--- src/rtl/audio_fifo_pkg.sv ---
package audio_fifo_pkg;

    parameter int AUD_W          = 16;
    parameter int AUD_DEPTH_DFLT = 8;

    typedef struct packed {
        logic             valid;
        logic [AUD_W-1:0] word;
    } aud_slot_t;

    typedef enum logic {
        LVL_AT_LEAST = 1'b0,
        LVL_AT_MOST  = 1'b1
    } lvl_mode_e;

    function automatic int fill_width(input int depth);
        return $clog2(depth + 1);
    endfunction

endpackage

--- src/rtl/audio_fall_chain.sv ---
module audio_fall_chain
    import audio_fifo_pkg::*;
#(
    parameter int DEPTH = AUD_DEPTH_DFLT,
    localparam int CNT_W = fill_width(DEPTH)
) (
    input  logic             clk,
    input  logic             rst,
    input  logic             push,
    input  logic [AUD_W-1:0] push_word,
    input  logic             pop,
    output logic [AUD_W-1:0] bot_word,
    output logic             bot_valid,
    output logic             dropped,
    output logic [CNT_W-1:0] fill_next
);

    aud_slot_t slot_q [DEPTH];
    aud_slot_t slot_d [DEPTH];

    logic [DEPTH-1:0]  live;      // occupancy once the pop is applied
    logic [DEPTH-1:0]  gap_le;    // a free slot at or below index i
    logic [DEPTH-1:0]  src_v;     // something waiting just above slot i
    logic [DEPTH-1:0]  fall_in;   // slot i takes the word above it
    logic [DEPTH-1:0]  fall_out;  // slot i hands its word down
    logic [AUD_W-1:0]  src_w [DEPTH];

    assign bot_word  = slot_q[0].word;
    assign bot_valid = slot_q[0].valid;

    always_comb begin
        for (int i = 0; i < DEPTH; i++) begin
            live[i] = slot_q[i].valid;
        end
        live[0] = slot_q[0].valid & ~pop;

        gap_le[0] = ~live[0];
        for (int i = 1; i < DEPTH; i++) begin
            gap_le[i] = gap_le[i-1] | ~live[i];
        end

        for (int i = 0; i < DEPTH - 1; i++) begin
            src_v[i] = live[i+1];
            src_w[i] = slot_q[i+1].word;
        end
        src_v[DEPTH-1] = push;
        src_w[DEPTH-1] = push_word;

        for (int i = 0; i < DEPTH; i++) begin
            fall_in[i] = gap_le[i] & src_v[i];
        end

        fall_out[0] = 1'b0;
        for (int i = 1; i < DEPTH; i++) begin
            fall_out[i] = fall_in[i-1];
        end

        dropped = push & ~gap_le[DEPTH-1];
    end

    always_comb begin
        fill_next = '0;
        for (int i = 0; i < DEPTH; i++) begin
            if (fall_in[i]) begin
                slot_d[i].valid = 1'b1;
                slot_d[i].word  = src_w[i];
            end else if (fall_out[i]) begin
                slot_d[i].valid = 1'b0;
                slot_d[i].word  = slot_q[i].word;
            end else begin
                slot_d[i].valid = live[i];
                slot_d[i].word  = slot_q[i].word;
            end
            fill_next = fill_next + CNT_W'(slot_d[i].valid);
        end
    end

    generate
        for (genvar g = 0; g < DEPTH; g++) begin : g_slot
            always_ff @(posedge clk) begin
                if (rst) begin
                    slot_q[g] <= '0;
                end else begin
                    slot_q[g] <= slot_d[g];
                end
            end
        end
    endgenerate

endmodule

--- src/rtl/audio_level_flag.sv ---
module audio_level_flag
    import audio_fifo_pkg::*;
#(
    parameter int        CNT_W  = 4,
    parameter int        THRESH = 4,
    parameter lvl_mode_e MODE   = LVL_AT_LEAST,
    localparam logic     RST_VAL = (MODE == LVL_AT_MOST) ? 1'b1 : (THRESH == 0)
) (
    input  logic             clk,
    input  logic             rst,
    input  logic [CNT_W-1:0] fill_next,
    output logic             flag_q
);

    logic hit;

    generate
        if (MODE == LVL_AT_LEAST) begin : g_least
            assign hit = (fill_next >= CNT_W'(THRESH));
        end else begin : g_most
            assign hit = (fill_next <= CNT_W'(THRESH));
        end
    endgenerate

    always_ff @(posedge clk) begin
        if (rst) begin
            flag_q <= RST_VAL;
        end else begin
            flag_q <= hit;
        end
    end

endmodule

--- src/rtl/audio_irq_gate.sv ---
module audio_irq_gate #(
    parameter int N_SRC = 2
) (
    input  logic [N_SRC-1:0] flags,
    input  logic [N_SRC-1:0] masks,
    output logic             irq
);

    assign irq = |(flags & masks);

endmodule

--- src/rtl/audio_fifo_pair.sv ---
module audio_fifo_pair
    import audio_fifo_pkg::*;
#(
    parameter int DEPTH = AUD_DEPTH_DFLT,
    localparam int CNT_W = fill_width(DEPTH),
    localparam int HALF  = DEPTH / 2
) (
    input  logic             clk,
    input  logic             rst,
    input  logic             host_wr_en,
    input  logic [AUD_W-1:0] host_wr_data,
    input  logic             host_rd_en,
    output logic [AUD_W-1:0] host_rd_data,
    input  logic             sh_tx_pop,
    output logic [AUD_W-1:0] sh_tx_data,
    output logic             sh_tx_valid,
    input  logic             sh_rx_push,
    input  logic [AUD_W-1:0] sh_rx_data,
    input  logic             rx_mask,
    input  logic             tx_mask,
    output logic             rx_level_flag,
    output logic             tx_level_flag,
    output logic             tx_overrun,
    output logic             rx_overrun,
    output logic             rx_underrun,
    output logic             irq
);

    logic [AUD_W-1:0] rx_bot_word;
    logic             rx_bot_valid;
    logic             tx_drop;
    logic             rx_drop;
    logic [CNT_W-1:0] tx_fill_next;
    logic [CNT_W-1:0] rx_fill_next;

    audio_fall_chain #(.DEPTH(DEPTH)) tx_chain (
        .clk       (clk),
        .rst       (rst),
        .push      (host_wr_en),
        .push_word (host_wr_data),
        .pop       (sh_tx_pop),
        .bot_word  (sh_tx_data),
        .bot_valid (sh_tx_valid),
        .dropped   (tx_drop),
        .fill_next (tx_fill_next)
    );

    audio_fall_chain #(.DEPTH(DEPTH)) rx_chain (
        .clk       (clk),
        .rst       (rst),
        .push      (sh_rx_push),
        .push_word (sh_rx_data),
        .pop       (host_rd_en),
        .bot_word  (rx_bot_word),
        .bot_valid (rx_bot_valid),
        .dropped   (rx_drop),
        .fill_next (rx_fill_next)
    );

    audio_level_flag #(.CNT_W(CNT_W), .THRESH(HALF), .MODE(LVL_AT_MOST)) tx_lvl (
        .clk       (clk),
        .rst       (rst),
        .fill_next (tx_fill_next),
        .flag_q    (tx_level_flag)
    );

    audio_level_flag #(.CNT_W(CNT_W), .THRESH(HALF), .MODE(LVL_AT_LEAST)) rx_lvl (
        .clk       (clk),
        .rst       (rst),
        .fill_next (rx_fill_next),
        .flag_q    (rx_level_flag)
    );

    audio_irq_gate #(.N_SRC(2)) irq_or (
        .flags ({rx_level_flag, tx_level_flag}),
        .masks ({rx_mask, tx_mask}),
        .irq   (irq)
    );

    always_ff @(posedge clk) begin
        if (rst) begin
            host_rd_data <= '0;
            rx_underrun  <= 1'b0;
            tx_overrun   <= 1'b0;
            rx_overrun   <= 1'b0;
        end else begin
            if (host_rd_en) begin
                host_rd_data <= rx_bot_valid ? rx_bot_word : '0;
                if (!rx_bot_valid) begin
                    rx_underrun <= 1'b1;
                end
            end
            if (tx_drop) begin
                tx_overrun <= 1'b1;
            end
            if (rx_drop) begin
                rx_overrun <= 1'b1;
            end
        end
    end

endmodule

--- config.mk ---
export PLATFORM = sky130hd
export DESIGN_NAME = audio_fifo_pair
export DESIGN_NICKNAME = d
export VERILOG_FILES = /design/src/rtl/audio_fifo_pkg.sv /design/src/rtl/audio_fall_chain.sv /design/src/rtl/audio_level_flag.sv /design/src/rtl/audio_irq_gate.sv /design/src/rtl/audio_fifo_pair.sv
export SDC_FILE = /design/constraint.sdc
export NUM_CORES = 1
export LEC_CHECK = 0
export BUFFER_PORTS_ARGS = -buffer_cell sky130_fd_sc_hd__buf_2
export CELL_PAD_IN_SITES_DETAIL_PLACEMENT = 1
export CELL_PAD_IN_SITES_GLOBAL_PLACEMENT = 2
export CORE_ASPECT_RATIO = 1.75
export CORE_MARGIN = 2
export CORE_UTILIZATION = 36
export DETAILED_ROUTE_END_ITERATION = 8
export PLACE_DENSITY_LB_ADDON = 0.1
export SLEW_MARGIN = 30
export SYNTH_ARGS = -nofsm -noshare
export SYNTH_HDL_FRONTEND = slang
export SYNTH_SLANG_ARGS = --single-unit
export TNS_END_PERCENT = 50
--- constraint.sdc ---
create_clock -name clk -period 4.5 [get_ports clk]
set_input_delay 0.225 -clock clk [delete_from_list [all_inputs] [get_ports clk]]
set_output_delay 0.225 -clock clk [all_outputs]
set_load 0.02 [all_outputs]
======== Word level (Yosys, flattened, before mapping) ========
Memories as Yosys holds them, arrays and structs flattened.
Cells that the tools add are included.
storage, ports and cells
  register bits ........................... 21
  bits in writable memories ............... 272
  bits of input ports ..................... 40
  output and inout bits ................... 39
  logic and storage cells ................. 148
  memories kept ........................... 2
memory list
  memory           words  width  read ports  clocked after memory_dff  write ports  RTL line                source
  rx_chain.slot_q  8      17     8           0                         8            audio_fall_chain.sv:18  aud_slot_t slot_q [DEPTH];
  tx_chain.slot_q  8      17     8           0                         8            audio_fall_chain.sv:18
cells by class
  add/sub/neg operators ................... 14
  order comparisons ....................... 2
  muxes and demuxes ....................... 50
  bitwise operators ....................... 72
  reduce and logical (&&, ||, !) cells .... 2
operators by type and width
  operator              count
  $mux W17              46
  $add A4 B1 Y4         12
  $or A1 B1 Y1          30
  $not A1 Y1            21
  $and A1 B1 Y1         20
  $mux W16              1
  $add A1 B1 Y2         2
  $ge A4 B3 Y1 const B  1
  $le A4 B3 Y1 const B  1
  $mux W1               3
  $and A2 B2 Y2         1
  $reduce_and A2 Y1     1
  $reduce_or A2 Y1      1

======== Longest topological paths before layout ========
Gate-level depths: netlist of the first run.
  depth after elaboration ................. 14
  depth in mapped cells ................... 15
  mapped depth without buffers ............ 13

======== Cells and area by module ========
From an unflattened synthesis of the first run, not the netlist that was laid out.
unflattened totals
  cells, all modules ...................... 1,350
  area total of the unflattened synthesis .. 12,620.9 µm²
by module, submodules not included
  module                      times used  cells an instance  area each (µm²)  seq. area each (µm²)
  audio_fall_chain            2           631                5,906.9          2,722.6
  audio_fifo_pair             1           81                 733.2            380.4
  audio_level_flag at tx_lvl  1           4                  35.0             20.0
  audio_level_flag at rx_lvl  1           2                  30.0             20.0
  audio_irq_gate              1           1                  8.8              0.0

======== Worst setup path before layout of the first run ========
No wires, ideal clock.
  path type ............................... reg-to-reg
  start point ............................. memory tx_chain.slot_q[0][33] in the netlist's numbering
  end point ............................... register tx_lvl.flag_q
  setup time .............................. 0.114 ns
  arrival ................................. 3.794 ns
  data required time ...................... 4.386 ns
  setup slack ............................. 0.592 ns
  cell stages (with the launch flop) ...... 15
  path buffers ............................ 2
  clock period less this slack ............ 3.908 ns
  cell sequence ........................... dfxtp_1 > buf_2 > nand3b_1 > clkbuf_1 > nand2_1 > ha_1 > inv_1 > fa_1 > inv_1 > fa_1 > inv_1 > fa_1 > fa_1 > a211o_1 > a21o_1
RTL lines
  item                  RTL line                source
  from (decl)           audio_fall_chain.sv:18
  to (signal assigned)  audio_level_flag.sv:29  flag_q <= hit;
  to (decl)             audio_level_flag.sv:12  output logic flag_q

==> run_results.csv, run 1 <==
group,metric,value,unit
placed_design,port-buffer-count,78,
synthesis,syn_area_per_cell,9.549,um^2
layout,antenna_cells,0,
grt,grt_pass1_wl,50970,um
worst_setup_path,path_delay_family,"adder cells",
synthesis,synth_edf_count,0,
timing,maxSlewViolCount,0,
drt,wl_met2,16320,um
floorplanning,rows,90,
cts,root_buffer,"clkbuf_16",
run_status,status,"finished, final reports clean",
synthesis,yosysSeqAreaShare,47.04,%
synthesis,ys.flop_type,"dfxtp_1",
timing,rsz0062_at_grt,"false",
drt,viasPerCell,5.088,
grt,grt_pass1_vias,9548,
layout,layout-drive-gt1-share,11.89,%
timing,slew_headroom,36.94,%
floorplanning,initial_core_util,36.31,%
drt,wire_per_inst,17.12,um
cts,clock-sinks,293,
worst_setup_path,slowest_delay,0.52,ns
power,powerDensity,374.2,nW/um^2
layout,syn_to_final_growth,13.62,%
drt,drt-total-wl,31210,um
layout,stdcell_count,1823,
layout,design_area,14170,um^2
floorplanning,die_h,250.2,um
cts,cts_tree,"done",
drt,routed-wl-met3,795,um
power,p_total,0.005303,W
hold_path,hp-class,"input pin to flop",
timing,finalSetupViolCount,0,
layout,nets,1396,
worst_setup_path,end_kind,"flop",
synthesis,async_flop_share,0,%
worst_setup_path,crit_type,"flop to flop",
power,vdd_drop_max,0.2420,mV
worst_setup_path,crit_path_frequent_cell,"fa_1",
worst_setup_path,slowest_stage,"fa_1",
synthesis,syn_area,12470,um^2
cts,clk_latency,0.54,ns
synthesis,synth.distinct_cells,47,
timing,tightest_slew,0.9430,ns
worst_setup_path,path_buf_inv,3,
layout,fillers,3915,
flow_run,drv_cap,0,
grt,track_usage,17.33,%
worst_setup_path,cp-start-kind,"flop",
grt,grt_max_degree,106,
placed_design,hpwl,21420,um
cts,ctsResizeCount,0,
floorplanning,core,34350,um^2
worst_setup_path,crit_fanout,7,
timing,fmax,261.2,MHz
layout,final_common_cell,"dfxtp_1",
floorplanning,io_pins,79,
timing,fin_crit_sh,85.08,%
cts,cts_hold_buf,30,
placed_design,routabilityCongestion,0.7801,
placed_design,placed_cells,1742,
drt,ant_nets,0,
timing,finalHoldViolations,0,
timing,finalClockSkew,0.006840,ns
drt,drc,0,
drt,maxUsedRoutingLayer,"met4",
cts,clkTransAtPathRegs,0.06,ns
floorplanning,die_x,144.7,um
synthesis,syn_nets,1359,
drt,vias,9276,
timing,layout_min_cycle_time,3.828,ns
layout,final_util,41.26,%
drt,met1_length,13050,um
power,p_leak,5.015,nW
floorplanning,die-area,36200,um^2
synthesis,synth_seq_cells,293,
synthesis,synthCells,1306,
placed_design,place_area,12970,um^2
synthesis,yosys_warnings,0,
cts,cts_buffers,29,
drt,dr.pass1.iters,6,
timing,setup-tns-final,0,ns
cts,cts_buffer_depth,3,
grt,grt_overflow_total,0,
worst_setup_path,crit_arrival,4.32,ns
cts,cts_setup_buffers,0,
grt,antenna_found_initial,0,
layout,final_cell_mix,"293 x dfxtp_1, 194 x nand2b_1, 144 x mux2i_1, 107 x a21oi_1, 99 x nand3_1",
drt,drt_iter0_markers,465,
worst_setup_path,crit_chain,"and4b_1 > buf_4 > a31oi_1 > fa_1 > inv_1 > fa_1 > inv_1 > fa_1 > fa_1 > a21boi_0 > o31ai_1 > a21o_1",
worst_setup_path,cp.required,4.99,ns
cts,h-tree-depth,1,
## flip-flops by register name (all words and copies together), names as in the netlist
name	flops
host_rd_data	16
rx_chain.slot_q	136
rx_lvl.flag_q	1
rx_overrun	1
rx_underrun	1
tx_chain.slot_q	136
tx_lvl.flag_q	1
tx_overrun	1
## final timing paths
path                                        startpoint                     end  slack [ns]  cells after the start
worst max-delay path            tx_chain.slot_q[0][16]           tx_lvl.flag_q        0.67                     12
worst min-delay path                     sh_rx_data[1]  rx_chain.slot_q[1][52]        0.03                      3
worst min register to register  tx_chain.slot_q[0][32]  tx_chain.slot_q[0][15]        0.46                      2
worst max register to register  tx_chain.slot_q[0][16]           tx_lvl.flag_q        0.67                     12
## logic make-up after synthesis
kind of cell / after synthesis / share of synthesized area [%]
flip-flops: 293 / 47.04
adder cells (fa/ha/maj): 13 / 1.666
AND/OR/NAND/NOR: 414 / 19.15
AO/OA/AOI/OAI: 292 / 14.23
multiplexers: 144 / 11.56
buffers and inverters: 150 / 6.361
## per-stage QoR
step	hold slack, ns	worst slack [ns]
detailed placement	0.4604	0.6861
global route	0.01560	0.4960
global placement	0.4532	0.8110
finish	0.02555	0.6716
CTS	0.0003032	0.6651
floorplan	0.3861	0.5916
## routing by layer
metal  vias to the layer above  GRT usage, %
li1                       4643             -
met2                       121         31.94
met4                         0         6.879
met1                      4471         19.86
met3                        41         2.198
met5                         -             0
## worst register-to-register path, stage by stage, from the launching register on
cell and delay [ns]:
dfxtp_1 0.46, and4b_1 0.40, buf_4 0.23, a31oi_1 0.13, fa_1 0.51, inv_1 0.05
fa_1 0.50, inv_1 0.05, fa_1 0.46, fa_1 0.52, a21boi_0 0.09, o31ai_1 0.24
a21o_1 0.13
## power breakdown
| group | leakage, nW | switching (W) | total [W] | internal (W) |
|---|---|---|---|---|
| logic | 2.19 | 0.000152 | 0.000287 | 0.000135 |
| clock network | 0.451 | 0.00101 | 0.00234 | 0.00134 |
| registers | 2.37 | 0.0000348 | 0.00267 | 0.00264 |
| total | 5.02 | 0.00119 | 0.00530 | 0.00411 |
## Yosys cell counts (6+ instances only)
| library cell | n | area, um^2 |
|---|---|---|
| dfxtp_1 | 293 | 5866 |
| nand2b_1 | 194 | 1214 |
| mux2i_1 | 144 | 1441 |
| a21oi_1 | 107 | 535.5 |
| nand3_1 | 99 | 495.5 |
| o21ai_0 | 81 | 405.4 |
| clkbuf_1 | 59 | 221.5 |
| nor2b_1 | 41 | 256.5 |
| nand2_1 | 39 | 146.4 |
| a31oi_1 | 35 | 219.0 |
| o221ai_1 | 32 | 280.3 |
| buf_2 | 31 | 155.2 |
| buf_4 | 28 | 210.2 |
| inv_1 | 17 | 63.81 |
| nand4_1 | 17 | 106.4 |
| o211ai_1 | 16 | 120.1 |
| buf_6 | 10 | 112.6 |
| nor2_1 | 9 | 33.78 |
| ha_1 | 7 | 87.58 |
| fa_1 | 6 | 120.1 |
## layout make-up
type	instances	area (um^2)	area share, %
flip-flops and latches	293	5866	41.40
multi-input cells	863	5833	41.17
repair buffers	138	924.6	6.525
clock buffers	43	838.3	5.916
well taps	460	575.6	4.062
inverters	18	67.56	0.4768
clock inverters	8	65.06	0.4592
Power figures use the tool's default switching activity.
==> inputs of run 2 (changes only) <==
==> constraint.sdc (replaced) <==
create_clock -name clk -period 4.5 [get_ports clk]
set_input_delay 0.9 -clock clk [delete_from_list [all_inputs] [get_ports clk]]
set_output_delay 0.9 -clock clk [all_outputs]
set_load 0.02 [all_outputs]
==> run 2 against run 1 <==
Net effect:
- clock-buffer cell count unchanged
- non-clock buffer count down 30
- setup slack better by 0.11 ns
- sequential share of layout area up 0.55 points
- routed wire length down 1.5%
- die area unchanged
==> run_results.csv, run 2 (synthesis gave the netlist of run 1 again) <==
group,metric,value,unit
run_status,status,"finished, final reports clean",
grt,grt_overflow_total,0,
floorplanning,die_x,144.7,um
drt,wire_per_inst,17.13,um
drt,dr.pass1.iters,4,
grt,antenna_found_initial,2,
floorplanning,die-area,36200,um^2
layout,fillers,3914,
worst_setup_path,crit_arrival,4.24,ns
drt,drt_iter0_markers,296,
timing,layout_min_cycle_time,3.721,ns
floorplanning,die_h,250.2,um
cts,ctsResizeCount,0,
cts,cts_hold_buf,0,
cts,clock-sinks,293,
floorplanning,initial_core_util,36.31,%
worst_setup_path,crit_type,"flop to flop",
cts,h-tree-depth,1,
grt,grt_max_degree,148,
layout,final_cell_mix,"293 x dfxtp_1, 194 x nand2b_1, 144 x mux2i_1, 107 x a21oi_1, 99 x nand3_1",
layout,stdcell_count,1795,
cts,cts_buffer_depth,3,
layout,nets,1367,
floorplanning,core,34350,um^2
power,p_leak,4.922,nW
drt,ant_nets,0,
hold_path,hp-class,"flop to flop",
grt,track_usage,17.04,%
cts,clkTransAtPathRegs,0.06,ns
timing,tightest_slew,0.9728,ns
cts,cts_setup_buffers,0,
worst_setup_path,cp.required,5.02,ns
timing,finalClockSkew,0.01737,ns
placed_design,hpwl,20940,um
layout,antenna_cells,0,
worst_setup_path,end_kind,"flop",
timing,finalSetupViolCount,0,
timing,worst_slack,0.7788,ns
timing,fin_crit_sh,82.69,%
worst_setup_path,crit_fanout,7,
cts,clk_latency,0.57,ns
cts,root_buffer,"clkbuf_16",
worst_setup_path,cp-start-kind,"flop",
grt,grt_pass1_vias,9303,
layout,layout-drive-gt1-share,12.28,%
drt,viasPerCell,5.131,
timing,maxSlewViolCount,0,
flow_run,drv_cap,0,
timing,rsz0062_at_grt,"false",
cts,cts_tree,"done",
cts,cts_buffers,30,
placed_design,placed_cells,1741,
layout,syn_to_final_growth,12.13,%
power,p_total,0.005485,W
drt,drc,0,
power,powerDensity,392.3,nW/um^2
placed_design,routabilityCongestion,0.7395,
layout,largestRegisters,"rx_chain.slot_q (136), tx_chain.slot_q (136), host_rd_data (16)",
layout,final_common_cell,"dfxtp_1",
placed_design,port-buffer-count,78,
floorplanning,io_pins,79,
power,vdd_drop_max,0.2769,mV
placed_design,pre_cts_ws,0.2350,ns
drt,drt-total-wl,30750,um
layout,final_util,40.71,%
floorplanning,rows,90,
grt,grt_pass1_wl,50150,um
timing,finalHoldViolations,0,
drt,vias,9211,
timing,setup-tns-final,0,ns
timing,fmax,268.7,MHz
timing,slew_headroom,34.95,%
==> run 2: changes by cell type in the layout (fill, tap and decap cells not counted), moves of 2 or more <==
cell	change
dlygate4sd3_1	-30
bufinv_16	+2
clkinv_2	-6
clkinvlp_4	+3
buf_4	-2
==> run 2: final timing paths <==
| check | from | endpoint | slack [ns] | cells past startpoint |
|---|---|---|---|---|
| hold / removal | tx_chain.slot_q[0][57] | tx_chain.slot_q[0][40] | 0.46 | 2 |
| hold reg to reg | tx_chain.slot_q[0][57] | tx_chain.slot_q[0][40] | 0.46 | 2 |
| setup reg to reg | tx_chain.slot_q[1][33] | tx_lvl.flag_q | 0.78 | 11 |
| setup / recovery | tx_chain.slot_q[1][33] | tx_lvl.flag_q | 0.78 | 11 |
==> run 2: where the power goes <==
part           internal (W)  switching [W]
clock network       0.00148        0.00106
registers           0.00264      0.0000331
logic              0.000120       0.000150
total               0.00424        0.00124
==> run 2: final cells by class <==
class                           count  area, um^2  share of cell area, %
Timing Repair Buffer              108       640.6                  4.581
Clock buffer                       43       849.6                  6.076
Clock inverter                     10       151.4                  1.083
Tap cell                          460       575.6                  4.116
Sequential cell                   293        5866                  41.95
Inverter                           18       67.56                 0.4832
Multi-Input combinational cell    863        5833                  41.71
==> run 2: stage by stage <==
step / hold slack, ns / instance area (um^2)
after floorplan: 0.4403 / 12470
after global placement: 0.4465 / 12960
after detailed placement: 0.4592 / 12970
after CTS: 0.4640 / 13970
after global routing: 0.4828 / 13980
final: 0.4638 / 13980
==> run 2: routing by layer <==
metal / wire, um / track usage [%] / part of all wire, %
met3: 943 / 2.466 / 3.1
met2: 16000 / 31.21 / 52
met4: 984 / 6.325 / 3.2
met5: 21 / 0 / 0.068
met1: 12800 / 19.72 / 42
==> run 2: critical path, stage by stage (launching register included) <==
cell	delay (ns)
dfxtp_1	0.48
and4_1	0.37
a31oi_1	0.17
fa_1	0.53
inv_1	0.06
fa_1	0.50
inv_1	0.05
fa_1	0.46
fa_1	0.53
a21boi_0	0.09
o31ai_1	0.27
a21o_1	0.15
==> inputs of run 3 (changes only) <==
CORE_UTILIZATION = 35   (was 36)
clock period = 3.1 ns   (was 4.5 ns; I/O delays follow)
==> run 3 against run 2 <==
Net effect:
- the run now ends with negative setup slack left
- largest cell class is now multi-input gates
- global-route usage up 0.66 points
- combinational power rose by 53%
- critical path type unchanged
- via count grew 1.5%
- largest power group is now clock
- routed wire length increased by 8.5%
==> run_results.csv, run 3 (synthesis gave the netlist of run 1 again) <==
group,metric,value,unit
drt,ant_nets,0,
timing,maxSlewViolCount,0,
timing,finalClockSkew,0.01235,ns
cts,cts_buffers,30,
power,pwr-share-clk,48.1,%
floorplanning,die-area,37220,um^2
hold_path,min_from,"host_wr_en",
timing,fin_crit_sh,108.2,%
drt,vias,9349,
timing,tightest_slew,0.8573,ns
timing,worst_slack,-0.2555,ns
placed_design,port-buffer-count,78,
drt,viasPerCell,5.103,
grt,grt_pass1_vias,9954,
worst_setup_path,crit_path_frequent_cell,"fa_1",
timing,layout_min_cycle_time,3.356,ns
grt,grt_overflow_total,0,
worst_setup_path,cp.required,3.61,ns
drt,drt-total-wl,33380,um
worst_setup_path,crit_chain,"and4b_2 > a31oi_4 > fa_1 > inv_1 > fa_1 > inv_2 > fa_2 > fa_1 > a21boi_1 > o31ai_1 > a21o_1",
floorplanning,die_h,253.7,um
power,powerDensity,573.4,nW/um^2
layout,final_util,40.86,%
cts,cts_tree,"done",
run_status,status,"complete, but fails checks",
layout,design_area,14380,um^2
run_status,violations,"negative setup slack",
power,p_seq_share,46.9,%
layout,layout-drive-gt1-share,15.51,%
floorplanning,io_pins,79,
drt,dr.pass1.iters,4,
worst_setup_path,slowest_stage,"fa_1",
cts,clock-sinks,293,
layout,antenna_cells,0,
layout,final_common_cell,"dfxtp_1",
cts,clkTransAtPathRegs,0.06,ns
cts,root_buffer,"clkbuf_16",
timing,fmax,298.0,MHz
layout,final_cell_mix,"291 x dfxtp_1, 194 x nand2b_1, 144 x mux2i_1, 107 x a21oi_1, 99 x nand3_1",
cts,h-tree-depth,1,
grt,grt_pass1_wl,53270,um
power,p_leak,5.144,nW
worst_setup_path,path_delay_family,"adder cells",
cts,cts_buffer_depth,3,
worst_setup_path,crit_path_start,"tx_chain.slot_q[0][33]",
flow_run,drv_cap,0,
worst_setup_path,slowest_delay,0.55,ns
power,intPower,0.006430,W
drt,wire_per_inst,18.22,um
worst_setup_path,cp-start-kind,"flop",
worst_setup_path,crit_arrival,3.86,ns
power,p_sw,0.001813,W
floorplanning,rows,91,
power,pwr-share-comb,5.0,%
drt,drc,0,
grt,grt_max_degree,127,
timing,whs,0.3279,ns
timing,finalHoldViolations,0,
placed_design,hpwl,22740,um
timing,rsz0062_at_grt,"true",
placed_design,routabilityCongestion,0.7201,
floorplanning,core,35180,um^2
grt,track_usage,17.71,%
floorplanning,initial_core_util,35.45,%
worst_setup_path,crit_fanout,5,
power,vdd_drop_max,0.4040,mV
drt,drt_iter0_markers,304,
worst_setup_path,crit_type,"flop to flop",
placed_design,place_area,13240,um^2
layout,largestRegisters,"rx_chain.slot_q (136), tx_chain.slot_q (136), host_rd_data (16)",
power,swShare,22.00,%
cts,clk_latency,0.56,ns
worst_setup_path,r2r_start,"tx_chain.slot_q[0][33]",
layout,syn_to_final_growth,15.28,%
timing,finalSetupViolCount,1,
worst_setup_path,end_kind,"flop",
worst_setup_path,path_buf_inv,2,
timing,slew_headroom,42.85,%
hold_path,hp-class,"input pin to flop",
floorplanning,die_x,146.7,um
layout,nets,1396,
grt,antenna_found_initial,1,
-- run 3: cell count changes in the layout (fill, tap and decap cells not counted), sizes merged --
| cell | change |
|---|---|
| clkinvlp | -3 |
| clkinv | +2 |
| inv | -1 |
| clkbuf | +4 |
| bufinv | +1 |
| buf | +29 |
-- run 3: worst min-delay path, delay by kind of cell --
| kind | cells | cell delay, ns |
|---|---|---|
| AOI/OAI and AO/OA | 1 | 0.05 |
| buffers and inverters | 1 | 0.10 |
| and+or+nand+nor | 1 | 0.08 |
-- run 3: metal layers --
layer  vias up  GRT usage [%]  routed length, um
met5         -              0                 13
li1       4627              -                  -
met2        87          36.77              19270
met4         2          4.632                642
met3        33          1.903                753
met1      4600          18.39              12700
-- run 3: metrics by stage --
step | instances | power (W) | setup TNS (ns) | setup slack (ns)
2_1_floorplan | 1306 | 0.004234 | -1.295 | -0.6866
3_3_place_gp | 1775 | 0.004362 | -0.9366 | -0.6884
3_5_place_dp | 1775 | 0.004372 | -1.114 | -0.8292
4_1_cts | 1832 | 0.008381 | -0.2693 | -0.2693
5_1_grt | 1832 | 0.008561 | -0.4087 | -0.4087
6_report | 1832 | 0.008243 | -0.2555 | -0.2555
-- run 3: repair_timing --
item / 4_1_cts / 5_1_grt
endpoints found under the setup margin: 1 / 2
hold buffers: 0 / 0
setup buffers: 1 / 0
gates resized for setup: 11 / 2
pin swaps: 7 / 0
-- run 3: final cells by class --
class	count	area, um^2
fill	3973	20810
multi-input combinational	863	5886
sequential	293	5871
clock buffer	47	945.9
timing repair buffer	137	879.6
tap	465	581.8
clock inverter	9	145.1
inverter	18	67.56
-- run 3: worst paths after layout --
path | endpoint | slack [ns] | cells after the start
worst max-delay path | tx_lvl.flag_q | -0.26 | 11
worst min-delay path | tx_chain.slot_q[1][67] | 0.33 | 3
worst max register to register | tx_lvl.flag_q | -0.26 | 11
worst min register to register | rx_underrun | 0.47 | 2
-- run 3: power groups by stage --
stage	Sequential (W)	Combinational, W	Clock (W)
floorplan	0.00394	0.000296	0
global placement	0.00395	0.000411	0
detailed placement	0.00395	0.000419	0
CTS	0.00387	0.000423	0.00409
global route	0.00387	0.000456	0.00423
finish	0.00387	0.000414	0.00396
